`src/rtl/bar_dec_pkg.sv`:
```
package bar_dec_pkg;
  localparam int ADDR_W      = 32;
  localparam int CMD_IO_BIT  = 0;
  localparam int CMD_MEM_BIT = 1;
  localparam logic [ADDR_W:0] IO_TOP = 33'h0_0000_FFFF;

  // aligned base: register value with the size-sized low part cleared
  function automatic logic [ADDR_W-1:0] align_base(input logic [ADDR_W-1:0] val,
                                                   input logic [ADDR_W-1:0] size);
    return val & ~(size - 1'b1);
  endfunction

  // last address, one extra bit to expose a wrap past the address space
  function automatic logic [ADDR_W:0] last_addr(input logic [ADDR_W-1:0] base,
                                                input logic [ADDR_W-1:0] size);
    return {1'b0, base} + {1'b0, size} - 1'b1;
  endfunction
endpackage

```
`src/rtl/bar_region_eval.sv`:
```
module bar_region_eval
  import bar_dec_pkg::*;
(
  input  logic [ADDR_W-1:0] reg_val,
  input  logic [ADDR_W-1:0] reg_size,
  input  logic              is_io_region,
  input  logic              is_rom,
  input  logic              io_en,
  input  logic              mem_en,
  input  logic              rom_en,
  input  logic [ADDR_W-1:0] acc_addr,
  input  logic              acc_is_io,
  output logic              live,
  output logic              claim,
  output logic [ADDR_W-1:0] base
);
  logic [ADDR_W-1:0] base_raw;
  logic [ADDR_W:0]   last;
  logic              enabled;
  logic              placed_ok;

  always_comb begin
    base_raw  = align_base(reg_val, reg_size);
    last      = last_addr(base_raw, reg_size);
    enabled   = is_io_region ? io_en : (mem_en && (!is_rom || rom_en));
    placed_ok = (base_raw != '0) &&
                (is_io_region ? (last <= IO_TOP) : !last[ADDR_W]);
    live      = (reg_size != '0) && enabled && placed_ok;
    claim     = live && (acc_is_io == is_io_region) &&
                (acc_addr >= base_raw) && ({1'b0, acc_addr} <= last);
    base      = live ? base_raw : '0;
  end
endmodule

```
`src/rtl/bar_prio_select.sv`:
```
module bar_prio_select
  import bar_dec_pkg::*;
#(
  parameter int NREG = 7,
  localparam int IW  = $clog2(NREG)
)(
  input  logic [NREG-1:0]        claim_vec,
  input  logic [NREG*ADDR_W-1:0] base_vec,
  input  logic [ADDR_W-1:0]      acc_addr,
  output logic                   hit,
  output logic [IW-1:0]          hit_idx,
  output logic [ADDR_W-1:0]      hit_off
);
  always_comb begin
    hit     = 1'b0;
    hit_idx = '0;
    hit_off = '0;
    // walk from the highest index down so the lowest claimant is kept last
    for (int i = NREG - 1; i >= 0; i--) begin
      if (claim_vec[i]) begin
        hit     = 1'b1;
        hit_idx = IW'(i);
        hit_off = acc_addr - base_vec[i*ADDR_W +: ADDR_W];
      end
    end
  end
endmodule

```
`src/rtl/bar_range_decoder.sv`:
```
module bar_range_decoder
  import bar_dec_pkg::*;
#(
  parameter int NUM_BARS = 6,
  localparam int NREG    = NUM_BARS + 1,
  localparam int IW      = $clog2(NREG),
  localparam int ROM_IDX = NUM_BARS
)(
  input  logic                       clk,
  input  logic                       rst_n,
  input  logic [1:0]                 cmd_enables,
  input  logic [NUM_BARS*ADDR_W-1:0] bar_vals,
  input  logic [NUM_BARS*ADDR_W-1:0] bar_sizes,
  input  logic [NUM_BARS-1:0]        bar_is_io,
  input  logic [ADDR_W-1:0]          rom_reg,
  input  logic [ADDR_W-1:0]          rom_size,
  input  logic [ADDR_W-1:0]          acc_addr,
  input  logic                       acc_is_io,
  output logic                       hit,
  output logic [IW-1:0]              hit_idx,
  output logic [ADDR_W-1:0]          hit_off,
  output logic [NREG*ADDR_W-1:0]     map_base,
  output logic [NREG-1:0]            map_valid
);
  logic [NREG-1:0]        live_vec;
  logic [NREG-1:0]        claim_vec;
  logic [NREG*ADDR_W-1:0] base_vec;

  generate
    for (genvar g = 0; g < NUM_BARS; g++) begin : g_bar
      bar_region_eval u_eval (
        .reg_val      (bar_vals[g*ADDR_W +: ADDR_W]),
        .reg_size     (bar_sizes[g*ADDR_W +: ADDR_W]),
        .is_io_region (bar_is_io[g]),
        .is_rom       (1'b0),
        .io_en        (cmd_enables[CMD_IO_BIT]),
        .mem_en       (cmd_enables[CMD_MEM_BIT]),
        .rom_en       (1'b0),
        .acc_addr     (acc_addr),
        .acc_is_io    (acc_is_io),
        .live         (live_vec[g]),
        .claim        (claim_vec[g]),
        .base         (base_vec[g*ADDR_W +: ADDR_W])
      );
    end
  endgenerate

  bar_region_eval u_rom_eval (
    .reg_val      (rom_reg),
    .reg_size     (rom_size),
    .is_io_region (1'b0),
    .is_rom       (1'b1),
    .io_en        (cmd_enables[CMD_IO_BIT]),
    .mem_en       (cmd_enables[CMD_MEM_BIT]),
    .rom_en       (rom_reg[0]),
    .acc_addr     (acc_addr),
    .acc_is_io    (acc_is_io),
    .live         (live_vec[ROM_IDX]),
    .claim        (claim_vec[ROM_IDX]),
    .base         (base_vec[ROM_IDX*ADDR_W +: ADDR_W])
  );

  bar_prio_select #(.NREG(NREG)) u_prio (
    .claim_vec (claim_vec),
    .base_vec  (base_vec),
    .acc_addr  (acc_addr),
    .hit       (hit),
    .hit_idx   (hit_idx),
    .hit_off   (hit_off)
  );

  always_ff @(posedge clk or negedge rst_n) begin
    if (!rst_n) begin
      map_base  <= '0;
      map_valid <= '0;
    end else begin
      map_base  <= base_vec;
      map_valid <= live_vec;
    end
  end


  prio_lowest_chk: assert property (@(posedge clk) disable iff (!rst_n)
    hit |-> ((claim_vec & ((NREG'(1) << hit_idx) - NREG'(1))) == '0));


  io_enable_chk: assert property (@(posedge clk) disable iff (!rst_n)
    (hit && acc_is_io) |-> cmd_enables[CMD_IO_BIT]);


  rom_enable_chk: assert property (@(posedge clk) disable iff (!rst_n)
    (hit && hit_idx == IW'(ROM_IDX)) |-> (rom_reg[0] && cmd_enables[CMD_MEM_BIT]));


  miss_zero_chk: assert property (@(posedge clk) disable iff (!rst_n)
    !hit |-> (hit_idx == '0 && hit_off == '0));


  map_follow_chk: assert property (@(posedge clk) disable iff (!rst_n)
    1'b1 |=> (map_valid == $past(live_vec)));
endmodule

```
`config.mk`:
```
export PLATFORM = sky130hd
export DESIGN_NAME = bar_range_decoder
export DESIGN_NICKNAME = d
export VERILOG_FILES = /design/src/rtl/bar_dec_pkg.sv /design/src/rtl/bar_region_eval.sv /design/src/rtl/bar_prio_select.sv /design/src/rtl/bar_range_decoder.sv
export SDC_FILE = /design/constraint.sdc
export NUM_CORES = 2
export LEC_CHECK = 0
export BUFFER_PORTS_ARGS = -buffer_cell sky130_fd_sc_hd__buf_2
export CORE_ASPECT_RATIO = 0.6
export CORE_UTILIZATION = 66
export DETAILED_ROUTE_END_ITERATION = 8
export PLACE_DENSITY = 0.86
export SLEW_MARGIN = 20
export SYNTH_ARGS = -nofsm -noshare
export SYNTH_HDL_FRONTEND = slang
export SYNTH_HIERARCHICAL = 1
export SYNTH_SLANG_ARGS = --single-unit
```
`constraint.sdc`:
```
create_clock -name clk -period 18.2 [get_ports clk]
set_clock_uncertainty 0.2 [all_clocks]
set_input_delay 1.82 -clock clk [delete_from_list [all_inputs] [get_ports clk]]
set_output_delay 1.82 -clock clk [all_outputs]
set_load 0.01 [all_outputs]
```
; ---- After elaboration in Yosys (flattened, before gate mapping)
; Index checks and enable logic that the tools add are counted.
[totals]
ff_bits = 231
word_cells = 175
out_inout_bits = 267
[classes]
reduce_logical = 64
n_lt_le_gt_ge = 20
muxes = 40
bitwise = 15
eq_ne = 6
add_sub_neg = 28
[op_table]
columns = operator, n
row1 = 32-bit two-way mux, 14
row2 = 32-bit nonzero test, 14
row3 = 32-bit by 32-bit adder with 33-bit output, 7
row4 = 32-bit by 33-bit <= comparator with 1-bit output, 7
row5 = 33-bit by 1-bit subtractor with 33-bit output (second input constant), 7
row6 = 32-bit bitwise AND, 7
row7 = 32-bit greater-or-equal comparator, 7
row8 = 32-bit NOT, 7
row9 = 32-bit by 1-bit subtractor with 32-bit output (second input constant), 7
row10 = 32-bit subtractor, 7
row11 = 33-bit by 16-bit <= comparator with 1-bit output (second input constant), 6
row12 = 1-bit logical AND, 43
row13 = 3-bit two-way mux, 7
row14 = 1-bit two-way mux, 19
row15 = 1-bit logical NOT, 7
row16 = 1-bit equality test, 6
row17 = 1-bit NOT, 1

; ---- Logic depth before layout (Yosys ltp)
[logic_depth]
ltp_word = 18
mapped_depth = 38
depth_no_buf = 36

; ---- Hierarchy
; The synthesis kept the hierarchy.
[modules_own_cells]
columns = mod, n_inst, area_each_um2, cells_per_inst
row1 = bar_region_eval at g_bar[1].u_eval ..., 3, 5377.7, 789
row2 = bar_prio_select, 1, 13073.8, 1950
row3 = bar_range_decoder, 1, 5788.1, 233
row4 = bar_region_eval at g_bar[5].u_eval, 1, 5350.1, 763
row5 = bar_region_eval at u_rom_eval, 1, 5186.2, 753
row6 = bar_region_eval at g_bar[0].u_eval, 1, 5112.4, 748
row7 = bar_region_eval at g_bar[4].u_eval, 1, 4933.5, 733

; ---- Worst setup path before layout
; Ideal clock, no wire load.
[synth_path]
kind = input to output
start = input bar_sizes[144]
end = output hit_off[27]
path_buffers = 3
required_time_ns = 16.180
slack_ns = 6.886
arrival_ns = 9.294
path_stages = 34
cell_sequence = or4_4 -> or4b_4 -> or2_1 -> buf_6 -> nor3b_2 -> xnor2_1 -> nand2_1 -> ha_1 -> inv_1 -> ha_1 -> clkbuf_1 -> nand4_1 -> or4_1 -> a211oi_1 -> o21a_1 -> o221a_1 -> nand4_1 -> o31ai_1 -> nand4_1 -> buf_2 -> nor2_1 -> inv_1 -> ha_1 -> a21o_1 -> a211o_1 -> o2111ai_2 -> a31oi_1 -> a41o_1 -> a221oi_4 -> o21ai_1 -> xnor2_1 -> a211o_1 -> a211o_1 -> o311ai_1
[synth_between]
word_cells_on_any_way = 25
[synth_rtl]
columns = item, line_no
row1 = "start, declared", bar_range_decoder.sv:13  ; input logic [NUM_BARS*ADDR_W-1:0] bar_sizes,
row2 = 32-bit by 1-bit subtractor with 32-bit output, bar_dec_pkg.sv:10  ; return val & ~(size - 1'b1);
row3 = 32-bit NOT, bar_dec_pkg.sv:10
row4 = 32-bit bitwise AND, bar_dec_pkg.sv:10
row5 = 32-bit by 32-bit adder with 33-bit output, bar_dec_pkg.sv:16  ; return {1'b0, base} + {1'b0, size} - 1'b1;
row6 = 33-bit by 1-bit subtractor with 33-bit output, bar_dec_pkg.sv:16
row7 = 33-bit by 16-bit <= comparator with 1-bit output / 1-bit logical NOT (equally long branches), bar_region_eval.sv:27  ; (is_io_region ? (last <= IO_TOP) : !last[ADDR_W]);
row8 = 1-bit two-way mux, bar_region_eval.sv:27
row9 = 1-bit logical AND, bar_region_eval.sv:26  ; placed_ok = (base_raw != '0) &&
row10 = 1-bit logical AND *, bar_region_eval.sv:28  ; live = (reg_size != '0) && enabled && placed_ok;
row11 = 32-bit two-way mux *, bar_region_eval.sv:31  ; base = live ? base_raw : '0;
row12 = named net base_vec[132], bar_range_decoder.sv:27  ; logic [NREG*ADDR_W-1:0] base_vec;
row13 = 32-bit subtractor *, bar_prio_select.sv:23  ; hit_off = acc_addr - base_vec[i*ADDR_W +: ADDR_W];
row14 = 32-bit two-way mux * (5 in series), bar_prio_select.sv:20  ; if (claim_vec[i]) begin
row15 = "end, declared", bar_range_decoder.sv:21  ; output logic [ADDR_W-1:0] hit_off,
; Mark *: on every way through the listed nets, which the timed path passes. The rest lies on a longest branch.

; ---- Worst setup path in the final report
[layout_path]
start = input bar_sizes[5]
end = output hit_off[21]
[layout_between]
word_cells_on_any_way = 21
[layout_rtl]
columns = item, line_no
row1 = 32-bit by 1-bit subtractor with 32-bit output, bar_dec_pkg.sv:10
row2 = 32-bit NOT, bar_dec_pkg.sv:10
row3 = 32-bit bitwise AND, bar_dec_pkg.sv:10
row4 = 32-bit by 32-bit adder with 33-bit output, bar_dec_pkg.sv:16
row5 = 33-bit by 1-bit subtractor with 33-bit output, bar_dec_pkg.sv:16
row6 = 33-bit by 16-bit <= comparator with 1-bit output / 1-bit logical NOT (equally long branches), bar_region_eval.sv:27
row7 = 1-bit two-way mux, bar_region_eval.sv:27
row8 = 1-bit logical AND, bar_region_eval.sv:26
row9 = 1-bit logical AND *, bar_region_eval.sv:28
row10 = 32-bit two-way mux *, bar_region_eval.sv:31
row11 = named net base_vec[1], bar_range_decoder.sv:27
row12 = 32-bit subtractor *, bar_prio_select.sv:23
row13 = 32-bit two-way mux *, bar_prio_select.sv:20
; Marks and branches as above.

==> impl_metrics.py <==
metrics = {
    "outcome": {
        "status": "complete, but fails checks",
        "violations": "design-rule violations",
    },
    "grt": {
        "grt_overflow": 0,
        "track_usage": 0.537,
        "grt_max_degree": 69,
        "grt_pass1_wl_um": 353000,
        "antenna_found_initial": 30,
        "grt_pass1_vias": 59400,
    },
    "critical_path": {
        "crit_family": "compound AO/OA/AOI/OAI gates",
        "slowest_delay_ns": 0.99,
        "criticalPathCategory": "in -> out",
        "cp_num_buf_inv": 4,
        "cp-start-kind": "input pin",
        "endpoint_kind": "primary output",
        "crit_slowest_cell": "a2111oi_0",
        "cpMostUsedCell": "ha_1",
        "critPathMaxFanout": 15,
        "crit_path_start": "bar_sizes[5]",
        "worstPathArrival_ns": 12.14,
        "cp_data_required_time_ns": 16.18,
    },
    "finish": {
        "area_delta_synth_final_pct": 10.1,
        "layout.cells.non_filler": 9354,
        "nets": 9699,
        "n_fill_cell": 6781,
        "drive_above_1_share": 0.132,
    },
    "timing": {
        "fmax_mhz": 70.6,
        "tightest_slew_ns": 1.15,
        "finalSetupViolCount": 0,
        "period_needed_ns": 14.16,
        "finalCritPeriodShare": 0.778,
        "rsz0062_at_grt": "no",
        "fin_hold_ws_ns": 0.908,
        "finalSetupTns_ns": 0,
        "hold_violations": 0,
        "max-slew-margin-rel": 0.213,
        "layout_setup_ws_ns": 4.04,
        "drv_slew": 0,
    },
    "synthesis": {
        "synth_ff_type": "dfrtp_1",
        "synthTopCellsByArea": "ha_1, dfrtp_1, a21oi_1",
        "async_reset_ff_frac": 1.00,
        "synthCells": 7547,
        "yosysTopAreaCell": "ha_1",
        "synth_cell_type_count": 129,
        "netlist_area_um2": 55600,
        "ys_ff_latch": 231,
        "postSynthAreaPerCell_um2": 7.36,
        "seq_area_frac_synth": 0.104,
        "synth_edf_count": 0,
        "synth_top_area_share": 0.229,
        "ys_warn_count": 6,
    },
    "cts": {
        "post_cts_buffers": 0,
        "clockRootBuffer": "clkbuf_16",
        "cts_tree": "done",
        "cts_max_level": 1,
        "cts.reportedPaths.clkPinSlew_ns": 0.07,
        "cts_resized": 0,
        "hold_buffers": 0,
        "cts_buffers": 27,
        "max-clock-path-buffers": 3,
        "cts.sinks": 231,
    },
    "placed_design": {
        "place_ws_ns": 4.88,
        "dp.cells": 9283,
        "dp_hpwl_um": 191000,
        "gp_congestion": 1.12,
        "port_buffers": 757,
    },
    "run": {
        "drv_cap": 0,
    },
    "pwr": {
        "p_leak_nw": 29.3,
        "switching_share": 0.513,
        "p_sw_mw": 1.78,
        "peakVddDrop_v": 0.0000806,
        "comb_power_share": 0.676,
        "clockPowerShare": 0.170,
        "p_int_mw": 1.69,
        "power_density_nw_per_um2": 56.6,
        "p_seq_frac": 0.154,
    },
    "floorplan": {
        "fp.dieW_um": 377,
        "core_um2": 83400,
        "die_h_um": 227,
        "initial_core_util": 0.666,
        "die-area_um2": 85400,
        "ios": 758,
        "num_rows": 82,
    },
    "route": {
        "routed-via-count": 66900,
        "initialDrtViolationCount": 10500,
        "firstDrtPassIters": 9,
        "vias_per_cell": 7.15,
        "avgRoutedWirePerCell_um": 26.0,
        "drcViolationCount": 5,
        "ant_nets": 0,
        "wl_um": 243000,
    },
    "hold_path": {
        "hp-class": "in -> async",
    },
}
-- cell type report --
type	instances	area [um^2]	share of cell area
Sequential cell	231	5780	0.0944
Tap cell	1134	1420	0.0232
Clock inverter	20	184	0.00301
Timing Repair Buffer	811	4200	0.0687
Antenna cell	21	52.6	0.000859
Multi-Input combinational cell	6307	45900	0.749
Inverter	800	3000	0.0491
Clock buffer	30	707	0.0115
-- power groups by stage --
stage,registers [mW],clock network [mW],logic [mW]
after detailed placement,0.541,0,2.19
after floorplan,0.546,0,1.51
after CTS,0.532,0.582,2.21
after global placement,0.541,0,2.12
after global routing,0.533,0.603,2.49
final,0.532,0.590,2.34
-- synth_stat cells (35+ instances only) --
cell type / count
a211oi_1: 101
a21o_1: 325
a21oi_1: 612
a221oi_1: 35
a31oi_1: 65
and2_1: 44
and3_1: 52
and4_1: 44
clkbuf_1: 156
dfrtp_1: 231
ha_1: 1016
inv_1: 794
mux2i_1: 68
nand2_1: 621
nand2b_1: 84
nand3_1: 238
nand4_1: 203
nor2_1: 528
nor2b_1: 50
nor3_1: 214
nor4_1: 72
o211ai_1: 68
o21a_1: 72
o21ai_0: 401
o21bai_1: 60
o31ai_1: 43
or2_2: 40
or3_1: 105
or4_1: 35
xnor2_1: 285
xor2_1: 180
-- worst max path at each step --
stage	end	slack [ns]	cells after the start
floorplan	hit_off[27]	6.89	34
global placement	hit_off[21]	5.11	31
detailed placement	hit_off[21]	4.88	31
CTS	hit_off[21]	4.73	31
global route	hit_off[21]	3.71	29
finish	hit_off[21]	4.04	31
-- flip-flops by register name, indices dropped and copies added (netlist names) --
| signal | cells |
|---|---|
| map_base | 224 |
| map_valid | 7 |
-- kinds of logic after synthesis --
group	after synthesis	share of synthesized area
compound gates	2200	0.262
xor+xnor	466	0.0737
fa+ha+maj	1031	0.234
buf+inv	1024	0.0732
flops	231	0.104
mux	78	0.0143
other cells	2	0.000135
simple gates	2515	0.238
-- metal layers --
metal	GRT usage	routed length [um]	up-vias
li1	-	-	29000
met1	0.691	90200	30700
met2	0.717	89800	5884
met3	0.234	43500	1356
met4	0.351	19700	30
met5	0.00686	206	-
-- metrics by stage --
step | power (mW) | utilization | area, um^2
2_1_floorplan | 2.05 | - | 55600
3_3_place_gp | 2.66 | 0.722 | 60300
3_5_place_dp | 2.74 | 0.722 | 60300
4_1_cts | 3.33 | 0.733 | 61200
5_1_grt | 3.63 | 0.733 | 61200
6_report | 3.46 | 0.734 | 61200
-- cell usage in the layout (no fill, tap or decap), types with 27 or more instances in the layout --
cell       instances
nor3_1           214
buf_2            756
a21o_1           325
nand3_1          238
nor4_1            72
nor2_1           528
nand2b_1          84
a221oi_1          35
xor2_1           180
ha_1            1016
and4_1            44
clkbuf_16         27
mux2i_1           68
buf_4             54
nor2b_1           50
and2_1            44
nand2_1          621
o211ai_1          68
or3_1            105
or2_2             40
o21ai_0          401
a21oi_1          612
xnor2_1          285
a211oi_1          97
dfrtp_1          231
o31ai_1           43
o21bai_1          60
a211o_1           28
a21boi_0          27
o21ai_1           34
inv_1            794
o21a_1            72
nand4_1          203
and3_1            52
or4_1             35
a31oi_1           65
(Power assumes the default switching activity.)
